--- src/rtl/sg_pkg.sv ---
// Shared types for the supply supervisor.
package sg_pkg;
    // Power state; the code is reported directly on state_o.
    typedef enum logic [1:0] {
        ST_NORMAL = 2'b00,
        ST_PROT   = 2'b01,
        ST_BATT   = 2'b10,
        ST_HOLD   = 2'b11
    } pwr_state_e;
endpackage

--- src/rtl/sg_flag_filter.sv ---
// sg_flag_filter: brings one asynchronous comparator flag into the clock
// domain through two flops. It then accepts a new level only after the
// synchronized value has disagreed with the accepted one for STABLE_CYC
// consecutive cycles.
// Assumes: STABLE_CYC >= 1; the accepted level resets to 0 (supply absent).
module sg_flag_filter #(
    parameter int STABLE_CYC = 4
) (
    input  logic clk,
    input  logic rst_n,
    input  logic raw_i,
    output logic flag_o
);
    localparam int CW = (STABLE_CYC > 1) ? $clog2(STABLE_CYC) : 1;
    localparam logic [CW-1:0] LAST = CW'(STABLE_CYC - 1);

    logic          meta_q;
    logic          sync_q;
    logic          filt_q;
    logic [CW-1:0] run_q;

    // Two-flop synchronizer.
    always_ff @(posedge clk) begin
        if (!rst_n) begin
            meta_q <= 1'b0;
            sync_q <= 1'b0;
        end else begin
            meta_q <= raw_i;
            sync_q <= meta_q;
        end
    end

    // Persistence counter: accept a new level once it has held long enough.
    always_ff @(posedge clk) begin
        if (!rst_n) begin
            filt_q <= 1'b0;
            run_q  <= '0;
        end else if (sync_q == filt_q) begin
            run_q <= '0;
        end else if (run_q == LAST) begin
            filt_q <= sync_q;
            run_q  <= '0;
        end else begin
            run_q <= run_q + 1'b1;
        end
    end

    assign flag_o = filt_q;

    AST_FILT_STEADY: assert property (@(posedge clk) disable iff (!rst_n)
        (sync_q == filt_q) |=> $stable(filt_q));
endmodule

--- src/rtl/sg_hold_timer.sv ---
// sg_hold_timer: counts cycles while run_i is high and raises done_o
// during the last of HOLD_CYC cycles. Dropping run_i clears the count.
// Assumes: HOLD_CYC >= 2.
module sg_hold_timer #(
    parameter int HOLD_CYC = 25_000_000
) (
    input  logic clk,
    input  logic rst_n,
    input  logic run_i,
    output logic done_o
);
    localparam int CW = (HOLD_CYC > 1) ? $clog2(HOLD_CYC) : 1;
    localparam logic [CW-1:0] LAST = CW'(HOLD_CYC - 1);

    logic [CW-1:0] cnt_q;

    assign done_o = (cnt_q == LAST);

    // Advance while running, saturate on the last count, clear when idle.
    always_ff @(posedge clk) begin
        if (!rst_n)
            cnt_q <= '0;
        else if (!run_i)
            cnt_q <= '0;
        else if (!done_o)
            cnt_q <= cnt_q + 1'b1;
    end

    AST_TIMER_BOUND: assert property (@(posedge clk) disable iff (!rst_n)
        cnt_q <= LAST);
    AST_TIMER_IDLE_CLEAR: assert property (@(posedge clk) disable iff (!rst_n)
        !run_i |=> !done_o);
endmodule

--- src/rtl/sg_power_fsm.sv ---
// sg_power_fsm: power-state machine and one-time battery arming latch.
// A loss of the supply always takes priority over completion of the hold.
// Assumes: filtered flags from sg_flag_filter; hold_done_i from
// sg_hold_timer running only in ST_HOLD.
module sg_power_fsm
    import sg_pkg::*;
(
    input  logic       clk,
    input  logic       rst_n,
    input  logic       tol_i,
    input  logic       live_i,
    input  logic       hold_done_i,
    output pwr_state_e state_o,
    output logic       armed_o
);
    pwr_state_e state_q, state_d;
    logic       armed_q;

    // Next-state decision; a dropout is checked before hold completion.
    always_comb begin
        state_d = state_q;
        unique case (state_q)
            ST_NORMAL: if (!tol_i) state_d = live_i ? ST_PROT : ST_BATT;
            ST_PROT: begin
                if (!live_i)    state_d = ST_BATT;
                else if (tol_i) state_d = ST_HOLD;
            end
            ST_BATT:   if (live_i) state_d = tol_i ? ST_HOLD : ST_PROT;
            ST_HOLD: begin
                if (!tol_i)           state_d = live_i ? ST_PROT : ST_BATT;
                else if (hold_done_i) state_d = ST_NORMAL;
            end
            default:   state_d = ST_BATT;
        endcase
    end

    // State register; reset assumes the supply is not yet present.
    always_ff @(posedge clk) begin
        if (!rst_n) state_q <= ST_BATT;
        else        state_q <= state_d;
    end

    // Freshness latch: arms the backup cell at the first in-tolerance supply.
    always_ff @(posedge clk) begin
        if (!rst_n)     armed_q <= 1'b0;
        else if (tol_i) armed_q <= 1'b1;
    end

    assign state_o = state_q;
    assign armed_o = armed_q;

    AST_DROP_LEAVES_NORMAL: assert property (@(posedge clk) disable iff (!rst_n)
        (state_q == ST_NORMAL && !tol_i) |=> state_q != ST_NORMAL);
    AST_ARM_STICKY: assert property (@(posedge clk) disable iff (!rst_n)
        armed_q |=> armed_q);
    AST_NORMAL_ONLY_FROM_HOLD: assert property (@(posedge clk) disable iff (!rst_n)
        (state_q != ST_NORMAL && state_q != ST_HOLD) |=> state_q != ST_NORMAL);
    AST_DROP_BEATS_DONE: assert property (@(posedge clk) disable iff (!rst_n)
        (state_q == ST_HOLD && !tol_i) |=> state_q != ST_NORMAL);
endmodule

--- src/rtl/supply_guard.sv ---
// supply_guard: top of the supply supervisor. It filters both comparator
// flags, runs the power FSM and the reset-hold timer, and decodes the
// memory-side controls from the state.
// Assumes: comparator flags are asynchronous; HOLD_CYC is given in clock
// cycles (default: 200 ms at 125 MHz).
module supply_guard
    import sg_pkg::*;
#(
    parameter int STABLE_CYC = 4,
    parameter int HOLD_CYC   = 25_000_000
) (
    input  logic       clk,
    input  logic       rst_n,
    input  logic       supply_ok_i,
    input  logic       supply_live_i,
    output logic       rst_req_n_o,
    output logic       wr_block_o,
    output logic       out_hiz_o,
    output logic       bat_sel_o,
    output logic       bat_armed_o,
    output logic [1:0] state_o
);
    localparam int NFLAG = 2;

    logic [NFLAG-1:0] raw_flags;
    logic [NFLAG-1:0] filt_flags;
    pwr_state_e       state;
    logic             hold_done;
    logic             armed;

    assign raw_flags = {supply_live_i, supply_ok_i};

    // One synchronizer/filter per comparator flag.
    for (genvar g = 0; g < NFLAG; g++) begin : g_flag
        sg_flag_filter #(.STABLE_CYC(STABLE_CYC)) u_filt (
            .clk    (clk),
            .rst_n  (rst_n),
            .raw_i  (raw_flags[g]),
            .flag_o (filt_flags[g])
        );
    end

    sg_hold_timer #(.HOLD_CYC(HOLD_CYC)) u_timer (
        .clk    (clk),
        .rst_n  (rst_n),
        .run_i  (state == ST_HOLD),
        .done_o (hold_done)
    );

    sg_power_fsm u_fsm (
        .clk         (clk),
        .rst_n       (rst_n),
        .tol_i       (filt_flags[0]),
        .live_i      (filt_flags[1]),
        .hold_done_i (hold_done),
        .state_o     (state),
        .armed_o     (armed)
    );

    // Output decode: anything but normal blocks the memory and holds reset.
    always_comb begin
        rst_req_n_o = (state == ST_NORMAL);
        wr_block_o  = (state != ST_NORMAL);
        out_hiz_o   = (state != ST_NORMAL);
        bat_sel_o   = (state == ST_BATT) && armed;
    end

    assign bat_armed_o = armed;
    assign state_o     = state;

    AST_BATT_NEEDS_ARM: assert property (@(posedge clk) disable iff (!rst_n)
        bat_sel_o |-> (bat_armed_o && state_o == 2'b10));
    AST_BLOCK_WITH_RESET: assert property (@(posedge clk) disable iff (!rst_n)
        !rst_req_n_o |-> (wr_block_o && out_hiz_o));
endmodule

--- config.mk ---
export PLATFORM = sky130hd
export DESIGN_NAME = supply_guard
export DESIGN_NICKNAME = d
export VERILOG_FILES = /design/src/rtl/sg_pkg.sv /design/src/rtl/sg_flag_filter.sv /design/src/rtl/sg_hold_timer.sv /design/src/rtl/sg_power_fsm.sv /design/src/rtl/supply_guard.sv
export SDC_FILE = /design/constraint.sdc
export NUM_CORES = 1
export LEC_CHECK = 0
export CORE_MARGIN = 2
export CORE_UTILIZATION = 35
export CTS_CLUSTER_DIAMETER = 30
export DETAILED_ROUTE_END_ITERATION = 10
export GPL_ROUTABILITY_DRIVEN = 1
export MAX_ROUTING_LAYER = met4
export SYNTH_ARGS = -nofsm -noshare
export SYNTH_HDL_FRONTEND = slang
export SYNTH_SLANG_ARGS = --single-unit
--- constraint.sdc ---
create_clock -name clk -period 2.2 [get_ports clk]
set_input_delay 0.44 -clock clk [delete_from_list [all_inputs] [get_ports clk]]
set_output_delay 0.44 -clock clk [all_outputs]
set_load 0.03 [all_outputs]
==> impl_table.tex <==
\begin{tabular}{lr}
\hline
Metric & Value \\
\hline
\multicolumn{2}{l}{\textbf{Die}} \\
\quad Height of the die & 73.19 um \\
\quad CORE AREA & 0.004661 mm\^{}2 \\
\quad I/O pin count & 11 \\
\quad FP Rows & 25 \\
\quad Starting density of the core & 0.3595 \\
\quad Horiz. Die Dim & 73.19 um \\
\quad Total die area & 0.005356 mm\^{}2 \\
\multicolumn{2}{l}{\textbf{Worst setup path}} \\
\quad Endpoint of the worst register-to-register path & u\_fsm.state\_o[1]\$\_SDFFE\_PN1P\_ \\
\quad Peak fanout along the critical path & 9 \\
\quad Worst reg2reg path startpoint & u\_timer.cnt\_q[0]\$\_SDFFE\_PN0P\_ \\
\quad Critical path's top delay family & buffers and inverters \\
\quad Delay contributed by the slowest stage of the critical path & 0.67 ns \\
\quad Kind of start point of the critical path & register \\
\quad Data required time of the worst path & 1.76 ns \\
\quad Worst path bufs/invs & 2 \\
\quad Setup crit end kind & output port \\
\quad Cell depth of the worst flop-to-flop path & 6 \\
\quad CP arrival & 1.65 ns \\
\quad Classification of the worst setup path & register to output port \\
\quad Ordered cell list for the critical path & nor2\_1, inv\_1, clkdlybuf4s50\_1 \\
\quad Highest-delay cell along the critical path & sky130\_fd\_sc\_hd\_\_clkdlybuf4s50\_1 \\
\quad Setup slack of the most critical reg-to-reg path & 0.30 ns \\
\multicolumn{2}{l}{\textbf{Global routing}} \\
\quad Total routing usage reported by global routing & 0.1262 \\
\quad Overflow after GRT & 0 \\
\quad Vias in the first global route & 1154 \\
\quad Pin count of the biggest net entering global routing & 19 \\
\quad Initial antenna violation count & 0 \\
\quad First-pass GRT wire length & 5.147 mm \\
\multicolumn{2}{l}{\textbf{STA}} \\
\quad Actual transition at the worst max-transition pin & 0.4199 ns \\
\quad Slew Viols, Final & 0 \\
\quad Setup TNS & 0 ns \\
\quad Final worst path period need & 2.085 ns \\
\quad Final hold viol count & 0 \\
\quad Setup repair after global routing missed its margin & false \\
\quad Maximum frequency from static timing analysis & 0.4795 GHz \\
\quad Tcrit/Tclk final & 0.9479 \\
\quad Normalized max-slew margin & 0.7179 \\
\quad Final number of setup-violating endpoints & 0 \\
\quad Setup skew after layout & 0.004539 ns \\
\multicolumn{2}{l}{\textbf{Placement}} \\
\quad Half-perimeter wire length after detailed placement & 2.058 mm \\
\quad Routability cong. & 0.8064 \\
\quad Number of port buffers & 10 \\
\quad Area post-placement & 0.001839 mm\^{}2 \\
\multicolumn{2}{l}{\textbf{Route}} \\
\quad Total via count in the routed design & 1293 \\
\quad Total DRC errors in the routed layout & 0 \\
\quad Total routed wirelength & 2.995 mm \\
\quad WL/cell & 11.93 um \\
\quad Number of iterations in the first detailed-routing pass & 4 \\
\quad Number of design-rule violations left by the first detailed-router iteration & 77 \\
\quad Routed vias/inst & 5.151 \\
\quad Remaining number of nets flagged by the antenna check after routing & 0 \\
\multicolumn{2}{l}{\textbf{Clock network}} \\
\quad Clock latency on the worst-skew pair & 0.29 ns \\
\quad Clock tree buffer depth & 2 \\
\quad Num CTS Buffers & 5 \\
\quad Root buffer selected by CTS & sky130\_fd\_sc\_hd\_\_clkbuf\_8 \\
\quad CTS H-Tree Depth & 2 \\
\quad TritonCTS clock tree & yes \\
\quad Clock Sink Count & 38 \\
\quad Post-CTS setup buffer count & 0 \\
\quad Clock transition at the registers of the reported paths & 0.08 ns \\
\multicolumn{2}{l}{\textbf{Yosys}} \\
\quad Library cell occupying the most area in the post-synthesis netlist & sky130\_fd\_sc\_hd\_\_dfxtp\_1 \\
\quad Top area cells in the synthesized netlist & sky130\_fd\_sc\_hd\_\_dfxtp\_1, sky130\_fd\_sc\_hd\_\_xor2\_1, sky130\_fd\_sc\_hd\_\_nor2\_1, sky130\_fd\_sc\_hd\_\_nand3\_1, sky130\_fd\_sc\_hd\_\_xnor2\_1 \\
\quad Commonest cells post-synth & sky130\_fd\_sc\_hd\_\_dfxtp\_1, sky130\_fd\_sc\_hd\_\_nor2\_1, sky130\_fd\_sc\_hd\_\_xor2\_1 \\
\quad Share of flip-flops with an asynchronous set or reset & 0 \\
\quad Mean Syn Cell Area & 9.256 um\^{}2 \\
\quad Synthesized netlist net count & 188 \\
\quad Main flop type after synthesis & sky130\_fd\_sc\_hd\_\_dfxtp\_1 \\
\quad Library cell with the highest instance count after synthesis & sky130\_fd\_sc\_hd\_\_dfxtp\_1 \\
\quad Area share of the largest cell type after synthesis & 0.4541 \\
\quad Synthesized cell area & 0.001675 mm\^{}2 \\
\quad Count of yosys warnings during synthesis & 0 \\
\quad Sequential cell area fraction in the yosys report & 0.4541 \\
\quad Count of distinct cell types in the synthesized netlist & 40 \\
\quad EDFF count, synth & 0 \\
\quad Number of synthesized register bits & 38 \\
\quad Number of instances in the synthesized netlist & 181 \\
\multicolumn{2}{l}{\textbf{Pwr}} \\
\quad VDD IR-drop max & 253.7 uV \\
\quad Switching power as a share of total power & 0.2134 \\
\quad Reported net switching power & 0.0002588 W \\
\quad Power share of the sequential group & 0.572 \\
\quad Proportion of power drawn by combinational gates & 0.013 \\
\quad Internal Dissipation & 0.0009540 W \\
\quad Areal power density over the cells & 626.2 mW/mm\^{}2 \\
\quad Clock power share & 0.415 \\
\quad Leakage component of the power & 0.7077 nW \\
\multicolumn{2}{l}{\textbf{Status}} \\
\quad Run status & completed \\
\multicolumn{2}{l}{\textbf{Worst hold path}} \\
\quad Hold Path Sink & g\_flag[1].u\_filt.run\_q[0]\$\_SDFF\_PP0\_ \\
\quad Min-delay src & g\_flag[1].u\_filt.run\_q[0]\$\_SDFF\_PP0\_ \\
\quad Hold Crit Class & register to register \\
\quad Hold Crit Depth & 1 \\
\multicolumn{2}{l}{\textbf{Cells and area}} \\
\quad Layout cells sized above 1 & 0.1066 \\
\quad Final Cell Area & 0.001937 mm\^{}2 \\
\quad Total Nets Final & 203 \\
\quad Final core utilization & 0.4156 \\
\quad Count of inserted antenna diode cells & 0 \\
\quad Layout area overhead & 15.61\% \\
\multicolumn{2}{l}{\textbf{Job}} \\
\quad Max\_cap viols & 0 \\
\hline
\end{tabular}
## registers in the layout (all words and copies together) (netlist names)
register	count
g_flag.u_filt.flag_o	2
u_fsm.armed_o	1
g_flag.u_filt.meta_q	2
u_fsm.state_o	2
g_flag.u_filt.run_q	4
g_flag.u_filt.sync_q	2
u_timer.cnt_q	25
## worst reg2reg max path: stages (launching register included)
cell	delay (ns)
sky130_fd_sc_hd__dfxtp_1	0.39
sky130_fd_sc_hd__ha_1	0.22
sky130_fd_sc_hd__and3_1	0.21
sky130_fd_sc_hd__nand3_1	0.13
sky130_fd_sc_hd__or3_1	0.55
sky130_fd_sc_hd__o211ai_2	0.19
sky130_fd_sc_hd__o211ai_1	0.09
## cell type report
| cell class | instances | area, um^2 |
|---|---|---|
| clock buffers | 6 | 82.58 |
| clock inverters | 2 | 12.51 |
| fillers | 446 | 2724 |
| inverters | 2 | 7.507 |
| multi-input cells | 135 | 873.3 |
| flip-flops and latches | 38 | 760.7 |
| well taps | 54 | 67.56 |
| repair buffers | 14 | 132.6 |
## power groups by stage
stage	sequential (W)	combinational (W)	clock, W
after floorplan	0.000709	0.00000775	0
after global placement	0.000710	0.0000160	0
after detailed placement	0.000710	0.0000163	0
after CTS	0.000693	0.0000162	0.000521
after global routing	0.000694	0.0000177	0.000549
final	0.000693	0.0000160	0.000503
## worst max path at each step
stage,endpoint,start,cells after the start,slack [ns]
floorplan,wr_block_o,u_fsm.state_o[1]$_SDFFE_PN1P_,3,0.24
global placement,u_fsm.state_o[1]$_SDFFE_PN1P_,u_timer.cnt_q[0]$_SDFFE_PN0P_,6,0.35
detailed placement,u_fsm.state_o[1]$_SDFFE_PN1P_,u_timer.cnt_q[0]$_SDFFE_PN0P_,6,0.31
CTS,out_hiz_o,u_fsm.state_o[0]$_SDFFE_PN0P_,3,0.09
global route,out_hiz_o,u_fsm.state_o[0]$_SDFFE_PN0P_,3,0.01
finish,out_hiz_o,u_fsm.state_o[0]$_SDFFE_PN0P_,3,0.11
## logic make-up after synthesis
family | share of synthesized area
AOI/OAI and AO/OA | 0.06646
xor gates and xnor gates | 0.1046
adders and majority gates | 0.02241
muxes | 0.01792
buffers and inverters | 0.02465
DFF | 0.4541
and+or+nand+nor | 0.3099
## per-layer routing
layer  GRT usage  vias up  part of all wire
li1            -      662                 -
met1      0.1610      607              0.51
met2      0.1882       18              0.44
met3     0.04282        6             0.037
met4     0.03909        0            0.0097
met5           -        -                 0
## per-stage QoR
step	power [W]	setup slack, ns	hold WS [ns]	std cells
2_1_floorplan	0.0007171	0.2362	0.4051	181
3_3_place_gp	0.0007256	0.3471	0.4146	243
3_5_place_dp	0.0007259	0.3090	0.4169	243
4_1_cts	0.001231	0.09334	0.4357	251
5_1_grt	0.001261	0.01122	0.4478	251
6_report	0.001213	0.1146	0.4318	251
## what timing repair did
item,in CTS,in global routing
endpoints found under the setup margin,0,1
hold buffers,0,0
resized for setup,0,1
## cell usage in the layout (no fill, tap or decap), types with 4 or more instances in the layout
master                             n
sky130_fd_sc_hd__a31oi_1           4
sky130_fd_sc_hd__and2_1            4
sky130_fd_sc_hd__and3_1            8
sky130_fd_sc_hd__buf_4             4
sky130_fd_sc_hd__clkbuf_8          6
sky130_fd_sc_hd__clkdlybuf4s50_1   9
sky130_fd_sc_hd__dfxtp_1          38
sky130_fd_sc_hd__nand2_1          12
sky130_fd_sc_hd__nand3_1          12
sky130_fd_sc_hd__nand4_1           6
sky130_fd_sc_hd__nor2_1           27
sky130_fd_sc_hd__o21ai_0           4
sky130_fd_sc_hd__xnor2_1           6
sky130_fd_sc_hd__xor2_1           14
Note: power is estimated with default switching activity, not from simulation.
